$ cat config.mk
export PLATFORM = sky130hd
export DESIGN_NAME = pwd_watchdog
export DESIGN_NICKNAME = d
export VERILOG_FILES = /design/src/rtl/pwd_watchdog.sv
export SDC_FILE = /design/constraint.sdc
export NUM_CORES = 1
export LEC_CHECK = 0
export BUFFER_PORTS_ARGS = -buffer_cell sky130_fd_sc_hd__buf_2
export CAP_MARGIN = 40
export CELL_PAD_IN_SITES_DETAIL_PLACEMENT = 1
export CELL_PAD_IN_SITES_GLOBAL_PLACEMENT = 2
export CORE_MARGIN = 2
export CORE_UTILIZATION = 36
export CTS_BUF_LIST = sky130_fd_sc_hd__clkbuf_4
export DETAILED_ROUTE_END_ITERATION = 10
export PLACE_DENSITY_LB_ADDON = 0.1
export RECOVER_POWER = 25
export SYNTH_ARGS = -nofsm -noshare
export SYNTH_HDL_FRONTEND = slang
export SYNTH_SLANG_ARGS = --single-unit
$ cat constraint.sdc
create_clock -name clk -period 6 [get_ports clk]
set_input_delay 0.3 -clock clk [delete_from_list [all_inputs] [get_ports clk]]
set_output_delay 0.3 -clock clk [all_outputs]
set_load 0.005 [all_outputs]
$ cat src/rtl/pwd_watchdog.sv
module pwd_watchdog #(
  parameter int         DIV_W   = 12,
  parameter logic [7:0] KEY_CTL = 8'hA5,
  parameter logic [7:0] KEY_CNT = 8'h5A,
  parameter logic [7:0] KEY_RST = 8'hA5
) (
  input  logic        clk,
  input  logic        rst_n,
  input  logic        wr_en,
  input  logic [1:0]  wr_addr,
  input  logic [15:0] wr_data,
  input  logic        rd_en,
  input  logic [1:0]  rd_addr,
  output logic [7:0]  rd_data,
  output logic        rst_req
);

  localparam logic [7:0] CNT_TOP = 8'hFF;

  function automatic int tap_bit(input logic [2:0] s);
    case (s)
      3'd0: return 0;
      3'd1: return 2;
      3'd2: return 4;
      3'd3: return 5;
      3'd4: return 7;
      3'd5: return 8;
      3'd6: return 10;
      default: return 11;
    endcase
  endfunction

  logic [DIV_W-1:0] div_q;
  logic [7:0]       cnt_q;
  logic [2:0]       sel_q;
  logic             run_q, ovf_q, ovf_seen_q;
  logic             rflag_q, rflag_seen_q, arm_q, rst_req_q;
  logic [DIV_W-1:0] tap_mask;

  wire [7:0] key    = wr_data[15:8];
  wire wr_ctl       = wr_en && wr_addr == 2'd0 && key == KEY_CTL;
  wire wr_cnt       = wr_en && wr_addr == 2'd0 && key == KEY_CNT;
  wire wr_rst       = wr_en && wr_addr == 2'd2 && key == KEY_RST;
  wire unused_bits  = ^wr_data[4:3];

  always_comb tap_mask = DIV_W'((1 << (tap_bit(sel_q) + 1)) - 1);

  wire tick    = (div_q & tap_mask) == tap_mask;
  wire run_nxt = wr_ctl ? wr_data[5] : run_q;
  wire wrap    = run_q && run_nxt && tick && !wr_cnt && cnt_q == CNT_TOP;
  wire ovf_clr = wr_ctl && !wr_data[7] && ovf_seen_q;
  wire rfl_clr = wr_rst && !wr_data[7] && rflag_seen_q;
  wire hit     = wrap && arm_q;

  always_ff @(posedge clk) begin
    if (!rst_n) begin
      div_q        <= '0;
      cnt_q        <= '0;
      sel_q        <= '0;
      run_q        <= 1'b0;
      ovf_q        <= 1'b0;
      ovf_seen_q   <= 1'b0;
      rflag_q      <= 1'b0;
      rflag_seen_q <= 1'b0;
      arm_q        <= 1'b0;
      rst_req_q    <= 1'b0;
    end else begin
      div_q <= div_q + 1'b1;
      run_q <= run_nxt;
      if (wr_ctl) sel_q <= wr_data[2:0];
      if (wr_rst) arm_q <= wr_data[6];

      if (!run_nxt)              cnt_q <= '0;
      else if (wr_cnt)           cnt_q <= wr_data[7:0];
      else if (run_q && tick)    cnt_q <= cnt_q + 1'b1;

      ovf_q <= wrap | (ovf_q & ~ovf_clr);
      if (ovf_clr && !wrap)                        ovf_seen_q <= 1'b0;
      else if (rd_en && rd_addr == 2'd0 && ovf_q)  ovf_seen_q <= 1'b1;

      rflag_q <= hit | (rflag_q & ~rfl_clr);
      if (rfl_clr && !hit)                           rflag_seen_q <= 1'b0;
      else if (rd_en && rd_addr == 2'd3 && rflag_q)  rflag_seen_q <= 1'b1;

      rst_req_q <= hit;
    end
  end

  always_comb begin
    case (rd_addr)
      2'd0:    rd_data = {ovf_q, 1'b0, run_q, 2'b11, sel_q};
      2'd1:    rd_data = cnt_q;
      2'd3:    rd_data = {rflag_q, arm_q, 6'h3F};
      default: rd_data = 8'hFF;
    endcase
  end

  assign rst_req = rst_req_q;

endmodule


======== Yosys cells after proc, flatten, opt, wreduce, memory -nomap -nowiden ========
Cells that the tools add are included.
word-level totals
  register bits ........................... 30
  bits in latches ......................... 0
  memory bits (writable) .................. 0
  memory bits (read-only) ................. 0
  input port bits ......................... 24
  logic and storage cells ................. 73
  memories kept ........................... 0
operators by class
  $add $sub $neg .......................... 4
  multipliers ............................. 0
  divide/modulo/power cells ............... 0
  order comparisons ....................... 0
  eq/ne operators ......................... 13
  shift-type cells ........................ 1
  muxes and demuxes ....................... 5
  bitwise operators ....................... 8
  reduce and logical (&&, ||, !) cells .... 32
operators with widths
  cell                   count
  $add 32x2->32 const B  1
  $shl 1x32->12 const A  1
  $pmux 4 s7             1
  $pmux 8 s3             1
  $logic_and 1x1->1      21
  $eq 8x8->1 const B     2
  $mux 8                 2
  $add 12x1->12 const B  1
  $and 12x12->12         1
  $eq 12x12->1           1
  $sub 12x2->12 const B  1
  $eq 3x3->1 const B     3
  $add 8x1->8 const B    1
  $eq 8x7->1 const B     1
  $eq 3x2->1 const B     2
  $eq 2x2->1 const B     2
  $logic_not 1->1        4
  $logic_not 2->1        2
  $reduce_or 2->1        2
  $eq 3x1->1 const B     1
  $logic_not 3->1        1
  $not 1->1              3
  $and 1x1->1            2
  $eq 2x1->1 const B     1
  other kinds (4)        5

======== Logic depth before layout (Yosys ltp) ========
Gate-level depths: netlist of run 1.
  depth in word-level cells ............... 14
  gate-level depth with buffers ........... 8
  gate-level depth less buffers ........... 8

======== Least setup slack after synthesis of run 1 ========
OpenSTA, ideal clock, no wires.
  path type ............................... reg2reg
  start ................................... reg sel_q[0]
  end ..................................... reg cnt_q[4]
  data arrival time ....................... 1883 ps
  data required time ...................... 5878 ps
  slack ................................... 3994 ps
  cell stages (with the launch flop) ...... 9
  buffers on the path ..................... 0
  period minus slack after synthesis ...... 2006 ps
  path through ............................ dfxtp_1 or3_1 ha_1 o211ai_1 a21oi_1 o211ai_4 nor4b_2 xnor2_1 o21ai_1
between the ends
  longest elaborated chain between the ends .. 9
  elaborated cells on any way between the ends .. 15
  those cells by class .................... add/sub: 2; eq/ne: 7; shift: 1; mux: 1; bitwise: 1; reduce/logical: 3
RTL lines
  item                                      line  RTL
  start, declared                           35    logic [2:0] sel_q;
  start signal, assigned                    70    if (wr_ctl) sel_q <= wr_data[2:0];
  $eq 3x3->1, or another cell as far along  21    case (s)
  $pmux 4 s7 (*)                            21
  $add 32x2->32 (*)                         46    always_comb tap_mask = DIV_W'((1 << (tap_bit(sel_q) + 1)) - 1);
  $shl 1x32->12 (*)                         46
  $sub 12x2->12 (*)                         46
  $and 12x12->12                            48    wire tick = (div_q & tap_mask) == tap_mask;
  $eq 12x12->1 (*)                          48
  $logic_and 1x1->1 (*)                     75    else if (run_q && tick) cnt_q <= cnt_q + 1'b1;
  $reduce_bool 2->1 (no line) (*)           n/a
  end signal, assigned                      74    else if (wr_cnt) cnt_q <= wr_data[7:0];
  end signal, assigned                      75
  end, declared                             34    logic [7:0] cnt_q;
Mark *: on every way between the ends. The rest lies on a longest branch, timed or not.
A chain may end at the register's enable or synchronous reset.

======== Final worst setup path of run 1 ========
  start ................................... reg sel_q[0]
  end ..................................... reg cnt_q[1]
Same word-level chain as after synthesis.

==> results of run 1 <==
[cell families (layout without fill, tap and decap cells)]
group | count (synthesis) | after routing
AND/OR/NAND/NOR | 95 | 95
adder cells (fa/ha/maj) | 3 | 3
other | 1 | 1
flip-flops | 30 | 30
buffers and inverters | 10 | 46
XOR/XNOR | 14 | 14
AO/OA/AOI/OAI | 30 | 30
multiplexers | 10 | 10
[final cells by class]
| type | count | area (µm²) | share of cell area [%] |
|---|---|---|---|
| Inverter | 6 | 22.5 | 1.19 |
| Sequential cell | 30 | 601 | 31.7 |
| Clock buffer | 6 | 45.0 | 2.38 |
| Clock inverter | 2 | 8.76 | 0.462 |
| Tap cell | 52 | 65.1 | 3.43 |
| Timing Repair Buffer | 32 | 158 | 8.32 |
| Multi-Input combinational cell | 153 | 996 | 52.5 |
[sequential cells by signal, summed over array words and instances (netlist names)]
register and flops:
rst_req 1, arm_q 1, ovf_seen_q 1, rflag_seen_q 1, ovf_q 1, sel_q 3, rflag_q 1, cnt_q 8
div_q 12, run_q 1
[layer usage]
layer / routed length, µm / up-vias / GRT usage (%)
li1: - / 751 / -
met1: 1930 / 737 / 20.9
met2: 2440 / 27 / 35.4
met3: 186 / 7 / 3.80
met4: 60 / 0 / 7.55
met5: 0 / - / 0
[stage by stage]
| stage | cells | util, % | total power [mW] | worst slack, ns |
|---|---|---|---|---|
| finish | 281 | 43.2 | 0.352 | 3.78 |
| global route | 281 | 43.2 | 0.368 | 3.60 |
| CTS | 281 | 43.4 | 0.357 | 3.77 |
| detailed placement | 273 | 42.2 | 0.235 | 3.79 |
| global placement | 273 | 42.2 | 0.234 | 3.87 |
| floorplan | 193 | - | 0.219 | 3.99 |
[layout by cell type (no fill, tap or decap), types with 5 or more instances in the layout]
cell and count:
dfxtp_1 30, buf_2 30, nand2_1 25, nor2_1 22
nand3_1 12, xnor2_1 11, mux2i_1 9, o21ai_1 9
a21oi_1 8, inv_1 6, clkbuf_4 6, or3_1 5
[critical path: stages (launching register included)]
cell,delay (ns)
dfxtp_1,0.38
or3_1,0.40
ha_1,0.28
o211ai_1,0.07
a21oi_1,0.24
o211ai_4,0.18
nor2_2,0.23
mux2i_1,0.26
o21ai_1,0.08
[power groups by stage]
stage	registers, mW	logic, mW	clock network (mW)
2_1_floorplan	0.206	0.0126	0
3_3_place_gp	0.207	0.0263	0
3_5_place_dp	0.207	0.0278	0
4_1_cts	0.203	0.0279	0.127
5_1_grt	0.203	0.0304	0.134
6_report	0.203	0.0272	0.122
[how the worst max path moves through the flow]
stage                    end     start  depth (start not counted)
floorplan           cnt_q[4]  sel_q[0]                          8
detailed placement  cnt_q[1]  sel_q[0]                          8
CTS                 cnt_q[1]  sel_q[0]                          8
global route        cnt_q[5]  sel_q[0]                          8
global placement    cnt_q[1]  sel_q[0]                          8
finish              cnt_q[1]  sel_q[0]                          8
==> impl_results.md, run 1 <==
- Worst R2R Start: sel_q[0]
- Initial Utilization: 37.4%
- Commonest cells in the netlist: 30 x dfxtp_1, 25 x nand2_1, 22 x nor2_1
- R2R setup slack: 3.78 ns
- Total leakage power: 0.697 nW
- Hold WS: 0.168 ns
- Clk pin slew, worst setup/hold paths: 0.10 ns
- # resized after CTS: 0
- Filler cells: 566
- Xor/xnor share of the synthesized area: 7.48%
- Unrepaired setup endpoints after global routing: no
- First-pass GRT wire length: 7600 µm
- NetSw: 0.0904 mW
- Top FF cell, synth: dfxtp_1
- Via density per instance: 5.42
- Clk_lat worst skew: 0.34 ns
- Core ar.: 4380 µm²
- Flop and latch count out of synthesis: 30
- Critical path arrival: 2.45 ns
- Largest net degree at the start of global routing: 21
- Async S/R FF share, synth: 0%
- Minimum clock period: 2.22 ns
- Setup TNS: 0 ns
- CTS tree: done
- Sequential share of power: 57.6%
- Die area: 5110 µm²
- Clk pwr share: 34.7%
- Worst-case clock buffer depth: 2
- Placed Area: 1850 µm²
- Final Skew: 0.00931 ns
- Highest clock rate: 450 MHz
- Top cell type's share of synthesized area: 36.6%
- Status: finished clean
- Synth Area in Compound Gates: 11.8%
- Multiplexer share of the synthesized area: 6.33%
- Root buf cell: clkbuf_4
- I/O Buffers: 32
- Final Hold Violating Endpoints: 0
- Worst endpoint required time: 6.23 ns
- Crit path max fanout: 8
- Sequential fraction of the synthesis area: 36.6%
- Layout cells sized above 1: 21.4%
- Vias in the first global route: 1,634
- Least-Margin Pin Slew: 0.680 ns
- Synthesis-to-finish area growth: 15.6%
- Iteration-0 DRC Markers: 51
- Worst reg2reg path depth: 8
- Fin crit share: 37.1%
- Crit Path Class: flop to flop
- Reg2reg end: cnt_q[1]
- Pwr Density: 186 nW/µm²
- # rows: 24
- # IOs: 33
- Max_slew headroom: 54.6%
- GP Congestion: 0.757
- Syn nets: 220
- Die W: 71.5 µm
- Gr usage total: 19.0%
- Post-synthesis cell count: 193
- Hold Path Depth: 3
- Cell variety after synth: 44
- Slew Viols, Final: 0
- Largest family of logic cells by synthesized area: simple AND/OR/NAND/NOR gates
- Logic pwr share: 7.7%
- Num CTS Buffers: 5
- Synth warn: 0
- Grt ovf: 0
- Antenna Violating Nets Remaining: 0
- Postcts setup bufs: 0
- Simple logic cell fraction of the synthesized area: 32.9%
- Final net count: 255
- Antenna Cells: 0
- Mean post-synth cell area: 8.50 µm²
- Max IR drop VDD: 0.0946 mV
- Post-DP HPWL: 3540 µm
- Final Cell Area: 1900 µm²
- Drt total wl: 4620 µm
- Chip Height: 71.5 µm
- Switching portion of total power: 25.7%
- Via count: 1,522
- HP Start: wr_data[3]
- Post-synth design cell area: 1640 µm²
- Max_cap viols: 0
- Pint: 0.261 mW
- Most common cell in the synthesized netlist: dfxtp_1
- Setup-failing EPs final: 0
- Post-route DRC: 0
- Post-synth top area cell: dfxtp_1
- H-tree Lvls: 2
- Crit. End Element: flop
- Drt pass-1 iters: 4
- Post-Synth Adder-Cell Area: 2.29%
- Clock sinks: 30
- Critical path launch point type: flop
- CTS Hold Bufs: 0
- Top cells by area, synth: dfxtp_1 37%, xnor2_1 5.9%, nand2_1 5.7%, mux2i_1 5.5%, nor2_1 5.0%
- Endpoint of the worst hold path: cnt_q[3]
- Post-DR wirelength/cell: 16.4 µm
- Hold WC Path Type: input pin to flop
- Initial antenna violation count: 0
- Number of synthesized flops with an enable pin: 0
Note: power is estimated with default switching activity, not from simulation.
==> run 2, diff against run 1 <==
--- a/config.mk
+++ b/config.mk
@@ -10,7 +10,7 @@
 export CELL_PAD_IN_SITES_DETAIL_PLACEMENT = 1
 export CELL_PAD_IN_SITES_GLOBAL_PLACEMENT = 2
 export CORE_MARGIN = 2
-export CORE_UTILIZATION = 36
+export CORE_UTILIZATION = 33
 export CTS_BUF_LIST = sky130_fd_sc_hd__clkbuf_4
 export DETAILED_ROUTE_END_ITERATION = 10
 export PLACE_DENSITY_LB_ADDON = 0.1
==> constraint.sdc (replaced) <==
create_clock -name clk -period 2.3 [get_ports clk]
set_input_delay 0.115 -clock clk [delete_from_list [all_inputs] [get_ports clk]]
set_output_delay 0.115 -clock clk [all_outputs]
set_load 0.005 [all_outputs]
==> impl_results.md, run 2 (same netlist as run 1, synthesis figures left out) <==
- Crit. End Element: flop
- Largest net degree at the start of global routing: 19
- Total leakage power: 0.742 nW
- Num CTS Buffers: 5
- Commonest cells after routing, fill and taps aside: 31 x buf_2, 30 x dfxtp_1, 25 x nand2_1, 22 x nor2_1, 12 x nand3_1
- # rows: 25
- Max_slew headroom: 60.1%
- Max reg flops: 12
- Worst-case clock buffer depth: 2
- Final net count: 263
- Slew Viols, Final: 0
- Via count: 1,560
- Postcts setup bufs: 0
- Clock sinks: 30
- Grt ovf: 0
- Cell chain of the critical path: or3_1 -> ha_1 -> a32oi_1 -> o211ai_4 -> nor4_2 -> xnor2_1 -> o21ai_1
- CTS tree: done
- Crit Path Class: flop to flop
- Largest Register: div_q
- H-tree Lvls: 2
- Antenna Violating Nets Remaining: 0
- Pint: 0.687 mW
- Regs by FF count: div_q (12), cnt_q (8), sel_q (3)
- Critical path's largest stage delay: 0.37 ns
- Die area: 5550 µm²
- Antenna Cells: 0
- Crit path max fanout: 8
- Root buf cell: clkbuf_4
- Pwr Density: 463 nW/µm²
- Setup-failing EPs final: 0
- Sequential share of power: 57.5%
- Max IR drop VDD: 0.173 mV
- Unrepaired setup endpoints after global routing: no
- Post-route DRC: 0
- Max_cap viols: 0
- Final Skew: 0.0171 ns
- Drt pass-1 iters: 4
- Via density per instance: 5.13
- Critical path arrival: 2.26 ns
- Initial Utilization: 34.5%
- Minimum clock period: 2.04 ns
- Setup TNS: 0 ns
- Clk pwr share: 34.2%
- Hold WC Path Type: input pin to flop
- Highest clock rate: 490 MHz
- Layout cells sized above 1: 22.4%
- Dominant delay contributor by cell family on the critical path: simple AND/OR/NAND/NOR gates
- Synthesis-to-finish area growth: 21.1%
- Clk_lat worst skew: 0.33 ns
- Logic pwr share: 8.3%
- Chip Height: 74.5 µm
- Commonest non-fill, non-tap cell in the layout: buf_2
- Critical path launch point type: flop
- Gr usage total: 17.6%
- Filler cells: 598
- Worst endpoint required time: 2.52 ns
- Post-DP HPWL: 3580 µm
- Iteration-0 DRC Markers: 56
- Fin crit share: 88.7%
- Finished Layout Cells: 304
- Least-Margin Pin Slew: 0.597 ns
- Post-DR wirelength/cell: 15.1 µm
- Clk pin slew, worst setup/hold paths: 0.11 ns
- Initial antenna violation count: 0
- I/O Buffers: 32
- First-pass GRT wire length: 7290 µm
- Vias in the first global route: 1,623
- Drt total wl: 4600 µm
- Buf/Inv on CP: 0
- Switching portion of total power: 25.3%
- GP Congestion: 0.779
- NetSw: 0.233 mW
- Core ar.: 4750 µm²
- CP max stage cell: or3_1
- Status: finished clean
- Cells after DPL: 292
- # IOs: 33
- Die W: 74.5 µm
- Final Hold Violating Endpoints: 0
- Hold WS: 0.0269 ns
## run 2: cell count changes in the layout (fill, tap and decap cells not counted), sizes merged
| cell | delta |
|---|---|
| clkbuf | -1 |
| buf | +5 |
| dlygate4sd3 | +4 |
## run 2: final cells by class
class / count / area (µm²) / area share [%]
multi-input cells: 153 / 996 / 50.2
well taps: 67 / 83.8 / 4.22
flip-flops and latches: 30 / 601 / 30.2
repair buffers: 40 / 229 / 11.5
clock buffers: 6 / 45.0 / 2.27
clock inverters: 2 / 8.76 / 0.441
inverters: 6 / 22.5 / 1.13
## run 2: per-stage QoR
stage          util [%]  power, mW  area [µm²]  setup WS [ns]
2_1_floorplan         -      0.571        1640          0.294
3_3_place_gp       39.9      0.611        1900          0.238
3_5_place_dp       39.9      0.615        1900          0.160
4_1_cts            41.9      0.939        1990          0.142
5_1_grt            41.8      0.975        1990         0.0810
6_report           41.8      0.920        1990          0.259
## run 2: power groups by stage
stage / combinational [mW] / clock (mW) / sequential, mW
global route: 0.0852 / 0.359 / 0.531
global placement: 0.0699 / 0 / 0.541
finish: 0.0766 / 0.314 / 0.529
CTS: 0.0787 / 0.330 / 0.529
detailed placement: 0.0733 / 0 / 0.541
floorplan: 0.0328 / 0 / 0.538
## run 2: path summary, 6_finish.rpt
path / from / to / slack [ns] / depth (start not counted)
setup / recovery: sel_q[0] / cnt_q[6] / 0.26 / 7
hold / removal: wr_data[0] / cnt_q[0] / 0.03 / 3
setup reg to reg: sel_q[0] / cnt_q[6] / 0.26 / 7
hold reg to reg: div_q[0] / div_q[0] / 0.49 / 1
## run 2: repair_timing
action | CTS | global route
setup endpoints to repair | 0 | 1
gates resized for setup | 0 | 2
hold endpoints to repair | 4 | 0
hold buffers | 4 | 0
## run 2: layer usage
layer	up-vias	wire [µm]	share of wire (%)	GRT usage (%)
met5	-	0	0	0
met4	0	144	3.1	7.54
met3	11	168	3.7	4.61
met2	32	2300	50	32.1
met1	749	1990	43	19.1
li1	768	-	-	-
## run 2: worst reg2reg max path: stages, from the launching register on
cell and delay [ns]:
dfxtp_1 0.32, or3_1 0.37, ha_1 0.23, a32oi_1 0.29, o211ai_4 0.19, nor4_2 0.32
xnor2_1 0.16, o21ai_1 0.07
